$ cat config.mk
export PLATFORM = sky130hd
export DESIGN_NAME = bpred_top
export DESIGN_NICKNAME = d
export VERILOG_FILES = /design/src/rtl/bpred_pkg.sv /design/src/rtl/bpred_pht.sv /design/src/rtl/bpred_btb.sv /design/src/rtl/bpred_resolve.sv /design/src/rtl/bpred_top.sv
export SDC_FILE = /design/constraint.sdc
export NUM_CORES = 1
export LEC_CHECK = 0
export BUFFER_PORTS_ARGS = -buffer_cell sky130_fd_sc_hd__clkbuf_2
export CAP_MARGIN = 40
export CORE_MARGIN = 2
export CORE_UTILIZATION = 43
export DETAILED_ROUTE_END_ITERATION = 6
export PLACE_DENSITY = 0.61
export RECOVER_POWER = 50
export SYNTH_ARGS = -nofsm -noshare
export SYNTH_HDL_FRONTEND = slang
export SYNTH_SLANG_ARGS = --single-unit
$ cat constraint.sdc
create_clock -name clk -period 15.9 [get_ports clk]
set_input_delay 3.18 -clock clk [delete_from_list [all_inputs] [get_ports clk]]
set_output_delay 3.18 -clock clk [all_outputs]
set_load 0.005 [all_outputs]
$ cat src/rtl/bpred_pkg.sv
package bpred_pkg;

    // Two-bit direction counter states
    typedef enum logic [1:0] {
        CTR_STRONG_NT = 2'b00,
        CTR_WEAK_NT   = 2'b01,
        CTR_WEAK_T    = 2'b10,
        CTR_STRONG_T  = 2'b11
    } ctr_state_t;

    localparam ctr_state_t CTR_RESET = CTR_WEAK_NT;

    // Classification of a resolve cycle
    typedef enum logic [1:0] {
        RES_IDLE     = 2'b00,
        RES_CORRECT  = 2'b01,
        RES_DIR_MISS = 2'b10,
        RES_TGT_MISS = 2'b11
    } res_class_t;

    function automatic logic ctr_says_taken(input ctr_state_t s);
        logic t;
        unique case (s)
            CTR_STRONG_NT, CTR_WEAK_NT: t = 1'b0;
            CTR_WEAK_T, CTR_STRONG_T:   t = 1'b1;
        endcase
        return t;
    endfunction

endpackage

$ cat src/rtl/bpred_pht.sv
module bpred_pht
    import bpred_pkg::*;
#(
    parameter int IDX_W = 6
) (
    input  logic             clk,
    input  logic             rst_n,
    input  logic [IDX_W-1:0] rd_idx,
    output ctr_state_t       rd_state,
    input  logic             wr_en,
    input  logic [IDX_W-1:0] wr_idx,
    input  logic             wr_taken
);

    localparam int DEPTH = 1 << IDX_W;

    ctr_state_t tbl [DEPTH];
    ctr_state_t wr_cur;
    ctr_state_t wr_nxt;

    always_comb wr_cur = tbl[wr_idx];

    // Next-state logic of the addressed counter
    always_comb begin : ctr_next
        wr_nxt = wr_cur;
        unique case (wr_cur)
            CTR_STRONG_NT: wr_nxt = wr_taken ? CTR_WEAK_NT  : CTR_STRONG_NT;
            CTR_WEAK_NT:   wr_nxt = wr_taken ? CTR_WEAK_T   : CTR_STRONG_NT;
            CTR_WEAK_T:    wr_nxt = wr_taken ? CTR_STRONG_T : CTR_WEAK_NT;
            CTR_STRONG_T:  wr_nxt = wr_taken ? CTR_STRONG_T : CTR_WEAK_T;
        endcase
    end

    // State register array
    always_ff @(posedge clk) begin : ctr_regs
        if (!rst_n) begin
            for (int i = 0; i < DEPTH; i++) begin
                tbl[i] <= CTR_RESET;
            end
        end else if (wr_en) begin
            tbl[wr_idx] <= wr_nxt;
        end
    end

    // Output process
    always_comb rd_state = tbl[rd_idx];

    AST_PHT_UP_ONE: assert property (@(posedge clk) disable iff (!rst_n)
        (wr_en && wr_taken) |=> ((tbl[$past(wr_idx)] >= $past(wr_cur)) &&
                                 (2'(tbl[$past(wr_idx)] - $past(wr_cur)) <= 2'd1)));
    AST_PHT_SAT_HI: assert property (@(posedge clk) disable iff (!rst_n)
        (wr_en && wr_taken && wr_cur == CTR_STRONG_T) |=> (tbl[$past(wr_idx)] == CTR_STRONG_T));
    AST_PHT_DOWN_ONE: assert property (@(posedge clk) disable iff (!rst_n)
        (wr_en && !wr_taken) |=> ((tbl[$past(wr_idx)] <= $past(wr_cur)) &&
                                  (2'($past(wr_cur) - tbl[$past(wr_idx)]) <= 2'd1)));
    AST_PHT_SAT_LO: assert property (@(posedge clk) disable iff (!rst_n)
        (wr_en && !wr_taken && wr_cur == CTR_STRONG_NT) |=> (tbl[$past(wr_idx)] == CTR_STRONG_NT));

endmodule

$ cat src/rtl/bpred_btb.sv
module bpred_btb #(
    parameter int IDX_W = 4,
    parameter int TAG_W = 26,
    parameter int PC_W  = 32
) (
    input  logic             clk,
    input  logic             rst_n,
    input  logic [IDX_W-1:0] rd_idx,
    input  logic [TAG_W-1:0] rd_tag,
    output logic             rd_hit,
    output logic [PC_W-1:0]  rd_target,
    input  logic             wr_en,
    input  logic [IDX_W-1:0] wr_idx,
    input  logic [TAG_W-1:0] wr_tag,
    input  logic [PC_W-1:0]  wr_target
);

    localparam int DEPTH = 1 << IDX_W;

    logic             vld_q [DEPTH];
    logic [TAG_W-1:0] tag_q [DEPTH];
    logic [PC_W-1:0]  tgt_q [DEPTH];

    always_ff @(posedge clk) begin : vld_regs
        if (!rst_n) begin
            for (int i = 0; i < DEPTH; i++) begin
                vld_q[i] <= 1'b0;
            end
        end else if (wr_en) begin
            vld_q[wr_idx] <= 1'b1;
        end
    end

    always_ff @(posedge clk) begin : data_regs
        if (wr_en) begin
            tag_q[wr_idx] <= wr_tag;
            tgt_q[wr_idx] <= wr_target;
        end
    end

    always_comb begin : lookup
        rd_hit    = vld_q[rd_idx] && (tag_q[rd_idx] == rd_tag);
        rd_target = tgt_q[rd_idx];
    end

    AST_BTB_FILL: assert property (@(posedge clk) disable iff (!rst_n)
        wr_en |=> (vld_q[$past(wr_idx)] && tag_q[$past(wr_idx)] == $past(wr_tag) &&
                   tgt_q[$past(wr_idx)] == $past(wr_target)));
    AST_BTB_HOLD: assert property (@(posedge clk) disable iff (!rst_n)
        !wr_en |=> ($stable(rd_hit) || $changed(rd_idx) || $changed(rd_tag)));

endmodule

$ cat src/rtl/bpred_resolve.sv
module bpred_resolve
    import bpred_pkg::*;
#(
    parameter int PC_W = 32
) (
    input  logic            clk,
    input  logic            rst_n,
    input  logic            rs_valid,
    input  logic            rs_taken,
    input  logic [PC_W-1:0] rs_target,
    input  logic            rs_pred_redirect,
    input  logic [PC_W-1:0] rs_pred_target,
    output res_class_t      res_class,
    output logic            mispredict,
    output logic            pht_we,
    output logic            btb_we
);

    always_comb begin : classify
        if (!rs_valid) begin
            res_class = RES_IDLE;
        end else if (rs_taken != rs_pred_redirect) begin
            res_class = RES_DIR_MISS;
        end else if (rs_taken && (rs_pred_target != rs_target)) begin
            res_class = RES_TGT_MISS;
        end else begin
            res_class = RES_CORRECT;
        end
    end

    always_comb begin : outputs
        mispredict = 1'b0;
        pht_we     = 1'b0;
        btb_we     = 1'b0;
        unique case (res_class)
            RES_IDLE: ;
            RES_CORRECT: begin
                pht_we = 1'b1;
                btb_we = rs_taken;
            end
            RES_DIR_MISS, RES_TGT_MISS: begin
                mispredict = 1'b1;
                pht_we     = 1'b1;
                btb_we     = rs_taken;
            end
        endcase
    end

    AST_MISP_IDLE: assert property (@(posedge clk) disable iff (!rst_n)
        !rs_valid |-> !mispredict);
    AST_MISP_DIR: assert property (@(posedge clk) disable iff (!rst_n)
        (rs_valid && rs_taken != rs_pred_redirect) |-> mispredict);
    AST_NT_NO_FILL: assert property (@(posedge clk) disable iff (!rst_n)
        !rs_taken |-> !btb_we);

endmodule

$ cat src/rtl/bpred_top.sv
module bpred_top
    import bpred_pkg::*;
#(
    parameter int PC_W      = 32,
    parameter int PHT_IDX_W = 6,
    parameter int BTB_IDX_W = 4
) (
    input  logic            clk,
    input  logic            rst_n,
    input  logic [PC_W-1:0] lk_pc,
    output logic            lk_taken,
    output logic            lk_hit,
    output logic [PC_W-1:0] lk_target,
    output logic [PC_W-1:0] lk_next_pc,
    input  logic            rs_valid,
    input  logic [PC_W-1:0] rs_pc,
    input  logic            rs_taken,
    input  logic [PC_W-1:0] rs_target,
    input  logic            rs_pred_redirect,
    input  logic [PC_W-1:0] rs_pred_target,
    output logic            rs_mispredict
);

    localparam int WORD_LSB  = 2;
    localparam int TAG_LSB   = WORD_LSB + BTB_IDX_W;
    localparam int BTB_TAG_W = PC_W - TAG_LSB;

    ctr_state_t           lk_state;
    res_class_t           res_class;
    logic                 pht_we;
    logic                 btb_we;
    logic [PHT_IDX_W-1:0] lk_pht_idx, rs_pht_idx;
    logic [BTB_IDX_W-1:0] lk_btb_idx, rs_btb_idx;
    logic [BTB_TAG_W-1:0] lk_tag, rs_tag;

    always_comb begin : addr_split
        lk_pht_idx = lk_pc[WORD_LSB +: PHT_IDX_W];
        rs_pht_idx = rs_pc[WORD_LSB +: PHT_IDX_W];
        lk_btb_idx = lk_pc[WORD_LSB +: BTB_IDX_W];
        rs_btb_idx = rs_pc[WORD_LSB +: BTB_IDX_W];
        lk_tag     = lk_pc[PC_W-1:TAG_LSB];
        rs_tag     = rs_pc[PC_W-1:TAG_LSB];
    end

    bpred_pht #(.IDX_W(PHT_IDX_W)) u_pht (
        .clk      (clk),
        .rst_n    (rst_n),
        .rd_idx   (lk_pht_idx),
        .rd_state (lk_state),
        .wr_en    (pht_we),
        .wr_idx   (rs_pht_idx),
        .wr_taken (rs_taken)
    );

    bpred_btb #(.IDX_W(BTB_IDX_W), .TAG_W(BTB_TAG_W), .PC_W(PC_W)) u_btb (
        .clk       (clk),
        .rst_n     (rst_n),
        .rd_idx    (lk_btb_idx),
        .rd_tag    (lk_tag),
        .rd_hit    (lk_hit),
        .rd_target (lk_target),
        .wr_en     (btb_we),
        .wr_idx    (rs_btb_idx),
        .wr_tag    (rs_tag),
        .wr_target (rs_target)
    );

    bpred_resolve #(.PC_W(PC_W)) u_res (
        .clk              (clk),
        .rst_n            (rst_n),
        .rs_valid         (rs_valid),
        .rs_taken         (rs_taken),
        .rs_target        (rs_target),
        .rs_pred_redirect (rs_pred_redirect),
        .rs_pred_target   (rs_pred_target),
        .res_class        (res_class),
        .mispredict       (rs_mispredict),
        .pht_we           (pht_we),
        .btb_we           (btb_we)
    );

    always_comb begin : next_pc
        lk_taken   = ctr_says_taken(lk_state);
        lk_next_pc = (lk_hit && lk_taken) ? lk_target : (lk_pc + PC_W'(4));
    end

    AST_LK_ALIGN: assert property (@(posedge clk) disable iff (!rst_n)
        lk_pc[1:0] == 2'b00);
    AST_RS_ALIGN: assert property (@(posedge clk) disable iff (!rst_n)
        rs_valid |-> (rs_pc[1:0] == 2'b00));
    AST_REDIRECT_SRC: assert property (@(posedge clk) disable iff (!rst_n)
        (lk_next_pc != lk_pc + PC_W'(4)) |-> (lk_hit && lk_taken));
    AST_MISP_CLASS: assert property (@(posedge clk) disable iff (!rst_n)
        rs_mispredict |-> (res_class == RES_DIR_MISS || res_class == RES_TGT_MISS));

endmodule

==> After elaboration in Yosys (flattened, before gate mapping) <==
Memory sizes are Yosys's and may differ from the RTL's.
Index checks and enable logic that the tools add are counted.
{ "word_totals": {"ramBits": 1072, "mem_count": 4, "wordCells": 55, "register_bits": 0, "input_bits": 133} }
{ "memory_table": {"columns": ["memory", "depth", "word_bits", "read_ports", "rd_clocked_by_memory_dff", "write_ports", "line", "rtl"], "rows": [
  ["u_btb.tgt_q", 16, 32, 1, 0, 1, "bpred_btb.sv:22", "logic [PC_W-1:0] tgt_q [DEPTH];"],
  ["u_btb.tag_q", 16, 26, 1, 0, 1, "bpred_btb.sv:21", "logic [TAG_W-1:0] tag_q [DEPTH];"],
  ["u_pht.tbl", 64, 2, 2, 0, 64, "bpred_pht.sv:17", "ctr_state_t tbl [DEPTH];"],
  ["u_btb.vld_q", 16, 1, 1, 0, 16, "bpred_btb.sv:20", "logic vld_q [DEPTH];"]
]} }
{ "classes": {"n_eq_ne": 12, "n_reduce_logical": 11, "mux": 27, "add_sub_neg": 1} }
{ "ops": {"columns": ["cell", "n"], "rows": [
  ["32-bit by 3-bit adder with 32-bit output, second input constant", 1],
  ["32-bit two-way mux", 1],
  ["32-bit != test", 1],
  ["26-bit equality test", 1],
  ["1-bit two-way mux", 16],
  ["2-bit equality test, second input constant", 6],
  ["2-bit two-way mux", 6],
  ["2-bit one-hot mux with 4 select lines", 1],
  ["2-bit OR reduction", 4],
  ["2-bit by 1-bit equality test with 1-bit output, second input constant", 3],
  ["6-bit two-way mux", 1],
  ["2-bit logical NOT", 2],
  ["4-bit two-way mux", 1],
  ["1-bit logical AND", 3],
  ["3-bit OR reduction", 1],
  ["1-bit one-hot mux with 2 select lines", 1],
  ["1-bit != test", 1],
  ["1-bit OR reduction", 1]
]} }

==> Depth between registers and ports, before layout <==
{ "depth": {"ltp_word": 13, "depth_mapped": 13, "ltp_nobuf": 8} }

==> Modules after synthesis <==
A second synthesis with hierarchy kept.
{ "unflattened": {"cells_unflattened": 2377, "hier_area_um2": 45090.7} }
{ "by_module_without_submodules": {"columns": ["module", "cells_per_inst", "instances", "area_per_inst_um2"], "rows": [
  ["bpred_btb", 1525, 1, 36158.4],
  ["bpred_pht", 630, 1, 7498.4],
  ["bpred_top", 172, 1, 1039.7],
  ["bpred_resolve", 50, 1, 394.1]
]} }

==> Worst setup path before layout <==
OpenSTA, ideal clock, no wires.
{ "synth_timing": {"kind": "input to output", "from": "input lk_pc[2]", "to": "output lk_next_pc[21]", "slack_ns": 6.934, "required_ns": 12.720, "cell_stages": 9, "path_buffers": 6, "arrival_time_ns": 5.786, "cell_sequence": "buf_6 buf_6 buf_4 buf_2 buf_2 buf_2 mux4_2 mux4_2 mux2_4"} }
{ "synth_between": {"word_cells_on_any_way": 16} }
{ "synth_lines": {"columns": ["item", "line", "rtl"], "rows": [
  ["start: declaration", "bpred_top.sv:10", "input logic [PC_W-1:0] lk_pc,"],
  ["memory read 16 x 32 bit", null, null],
  ["via lk_target[21]", "bpred_top.sv:13", "output logic [PC_W-1:0] lk_target,"],
  ["32-bit two-way mux", "bpred_top.sv:84", "lk_next_pc = (lk_hit && lk_taken) ? lk_target : (lk_pc + PC_W'(4));"],
  ["end: declaration", "bpred_top.sv:14", "output logic [PC_W-1:0] lk_next_pc,"]
]} }
The timed path passes the listed nets, and every way through them passes these cells.

==> Worst setup path after layout <==
{ "layout_timing": {"from": "input lk_pc[3]", "to": "output lk_next_pc[9]"} }
{ "layout_between": {"elab_chain_len": 6, "word_cells_on_any_way": 16} }
{ "layout_rtl": {"columns": ["item", "line", "rtl"], "rows": [
  ["memory read 64 x 2 bit", null, null],
  ["2-bit equality test (tied with other cells)", "bpred_pkg.sv:23", "unique case (s)"],
  ["2-bit OR reduction", "bpred_pkg.sv:23", null],
  ["1-bit one-hot mux with 2 select lines", "bpred_pkg.sv:23", null],
  ["1-bit logical AND", "bpred_top.sv:84", null],
  ["32-bit two-way mux (*)", "bpred_top.sv:84", null]
]} }
Every way passes the cells marked *; elsewhere a longest branch is shown, timed or not.

==> impl_metrics.py <==
metrics = {
    "placement": {
        "pre_cts_slack_ns": 4.92,
        "dp_hpwl_mm": 71.7,
        "port_buffers": 197,
        "finalWeightedCongestion": 0.807,
    },
    "sta": {
        "maxSlewViolCount": 189,
        "hold_viol_final": 0,
        "post-route-period-util": 0.690,
        "finalSetupViolCount": 0,
        "worst_slack_ns": 4.93,
        "fmax_mhz": 91.2,
        "fin_crit_ns": 10.97,
        "worst_slew_pin_slew_ns": 3.77,
        "rsz0062_at_grt": "no",
        "setup_tns_ns": 0,
        "skew_ns": 0.0213,
        "slew_headroom": -1.51,
    },
    "detailed_routing": {
        "drt-initial-drc-count": 2589,
        "drt_pass1_iterations": 6,
        "detail-route-antenna-nets": 0,
        "wire_per_inst_microns": 29.2,
        "num_vias": 23400,
        "drc_errors": 0,
        "drt-total-wl_mm": 117,
        "via_per_inst": 5.84,
    },
    "floorplan": {
        "chipWidth_microns": 326,
        "rows": 118,
        "start_util": 0.432,
        "dieArea_sq_um": 107000,
        "fp.dieH_microns": 326,
        "core-area_sq_um": 103000,
        "io_pins": 200,
    },
    "final_layout": {
        "layout-drive-gt1-share": 0.270,
        "multi_input_area_sq_um": 11900,
        "final_cell_mix": "edfxtp_1 (1056), mux4_2 (300), nand2_1 (146)",
        "layout.nets": 2657,
        "fill_cells": 8465,
        "n_antenna_cell": 0,
        "syn2layout_area_growth_pct": 13.9,
        "seq_area_sq_um": 32000,
        "final_common_cell": "edfxtp_1",
    },
    "synthesis": {
        "async_reset_ff_frac": 0,
        "ys_warn_count": 0,
        "avgSynthCellArea_sq_um": 19.4,
        "ys_seq_area_frac": 0.717,
        "synthCells": 2299,
        "ys_types": 67,
        "syn-cell-area_sq_um": 44700,
        "synth-seq-cells": 1072,
        "synth-main-ff-cell": "edfxtp_1",
        "synth-edff-count": 1056,
        "syn_nets": 2433,
    },
    "global_routing": {
        "antenna_found_initial": 11,
        "grt_pass1_vias": 23700,
        "grt_overflow": 0,
        "grt_pass1_wl_mm": 167,
        "grt_use_total": 0.218,
        "grt_max_degree": 88,
    },
    "critical_path": {
        "critPathLaunchType": "input port",
        "worstPathArrival_ns": 7.79,
        "worstPathMaxFanout": 87,
        "cp.required_ns": 12.72,
        "setup.worst_path.class": "input port to output pin",
        "endpoint_kind": "output pin",
    },
    "worst_hold_path": {
        "hold_path_class": "flop to flop",
    },
    "clocking": {
        "cts.path.max_buffers": 3,
        "cts_hold_buf": 0,
        "post_cts_resized": 0,
        "cts_sinks": 1072,
        "clock_latency_ns": 0.69,
        "cts_tree": "yes",
        "cts_buffers": 109,
        "postCtsSetupBuffers": 0,
        "clock-root-buffer": "clkbuf_16",
        "clk_pin_slew_ns": 0.06,
        "htree_levels": 3,
    },
    "outcome": {
        "status": "finished, violations left",
        "violations": "max-capacitance violations, max-slew violations",
    },
    "power": {
        "vdd_drop_max_mv": 0.0925,
        "cellLeakagePower_nw": 16.3,
        "p_per_area_nw_per_um2": 118,
    },
    "flow_run": {
        "drv_cap": 7,
    },
}
-- cell usage after synthesis, drive strengths merged, types with 3 or more instances --
cell type     n  area (sq um)
a2111oi       7          86.3
a21oi         7          35.0
a221oi        4          35.0
a22o         12           105
a22oi        11          82.6
a2bb2oi       3          26.3
a311oi        6          52.6
and2          6          37.5
and3          8          50.1
and4          3          26.3
buf          82           521
clkbuf       72           270
dfxtp        16           320
edfxtp     1056         31700
inv          16          60.1
mux2         37           529
mux2i        82           821
mux4        300          6760
nand2       146           548
nand2b        4          25.0
nand3        82           410
nand4        14           103
nor2        100           378
nor2b        10          62.6
nor3         26           135
nor3b         5          37.5
nor4         14          93.8
o211ai        3          22.5
o21a         16           120
o21ai        18          90.1
o22ai         4          25.0
xnor2        58           508
xor2         39           342
-- through the flow --
step / power, mW / area, sq um / hold WS (ns) / util / std cells
floorplan: 3.45 / 44700 / 0.435 / - / 2299
finish: 6.02 / 50900 / 0.467 / 0.492 / 3997
global placement: 3.61 / 47100 / 0.442 / 0.455 / 3762
global route: 6.20 / 50900 / 0.477 / 0.492 / 3997
CTS: 6.07 / 51000 / 0.466 / 0.494 / 3997
detailed placement: 3.63 / 47600 / 0.451 / 0.461 / 3792
-- cell families (layout without fill, tap and decap cells) --
group,count (synthesis),count (layout),synth area share
fa+ha+maj,3,3,0.000728
simple gates,429,429,0.0445
mux,419,419,0.181
compound gates,107,107,0.0183
buf+inv,172,490,0.0192
xor+xnor,97,97,0.0190
flops,1072,1072,0.717
-- worst paths after layout --
| check | slack (ns) | start | end | cells past startpoint |
|---|---|---|---|---|
| max | 4.93 | lk_pc[3] | lk_next_pc[9] | 12 |
| max reg2reg | 12.32 | u_pht.tbl[11][1] | u_pht.tbl[14][0] | 7 |
| min | 0.47 | u_btb.vld_q[14] | u_btb.vld_q[14] | 1 |
| min reg2reg | 0.47 | u_btb.vld_q[14] | u_btb.vld_q[14] | 1 |
-- power breakdown --
part           leakage (nW)  internal [mW]  switching, mW
clock network          1.68           1.40           1.07
registers              9.61           3.14         0.0100
logic                  5.03          0.158          0.252
-- flip-flops by register name, indices dropped and copies added (netlist names) --
name and count:
u_btb.tag_q 416, u_btb.tgt_q 512, u_btb.vld_q 16, u_pht.tbl 128
-- routing by layer --
| metal | GRT usage | wire length [microns] |
|---|---|---|
| met1 | 0.305 | 48400 |
| met2 | 0.358 | 57700 |
| met3 | 0.0436 | 8450 |
| met4 | 0.0489 | 2210 |
| met5 | 0 | 99 |
-- area by class of cell --
class	count	area share
Inverter	18	0.00138
Timing Repair Buffer	267	0.0341
Tap cell	1380	0.0339
Clock inverter	71	0.0111
Multi-Input combinational cell	1055	0.234
Clock buffer	134	0.0565
Sequential cell	1072	0.629
-- critical path, cell delays in order --
cell and delay [ns]:
buf_8 0.49, buf_4 0.69, mux4_2 0.42, xnor2_1 0.34, o21ai_1 0.13, a222oi_1 0.29, nand4_1 0.20, a2111oi_4 0.50
nand4_4 0.42, buf_12 0.34, mux2_4 0.36, clkbuf_2 0.13
Power figures use the tool's default switching activity.
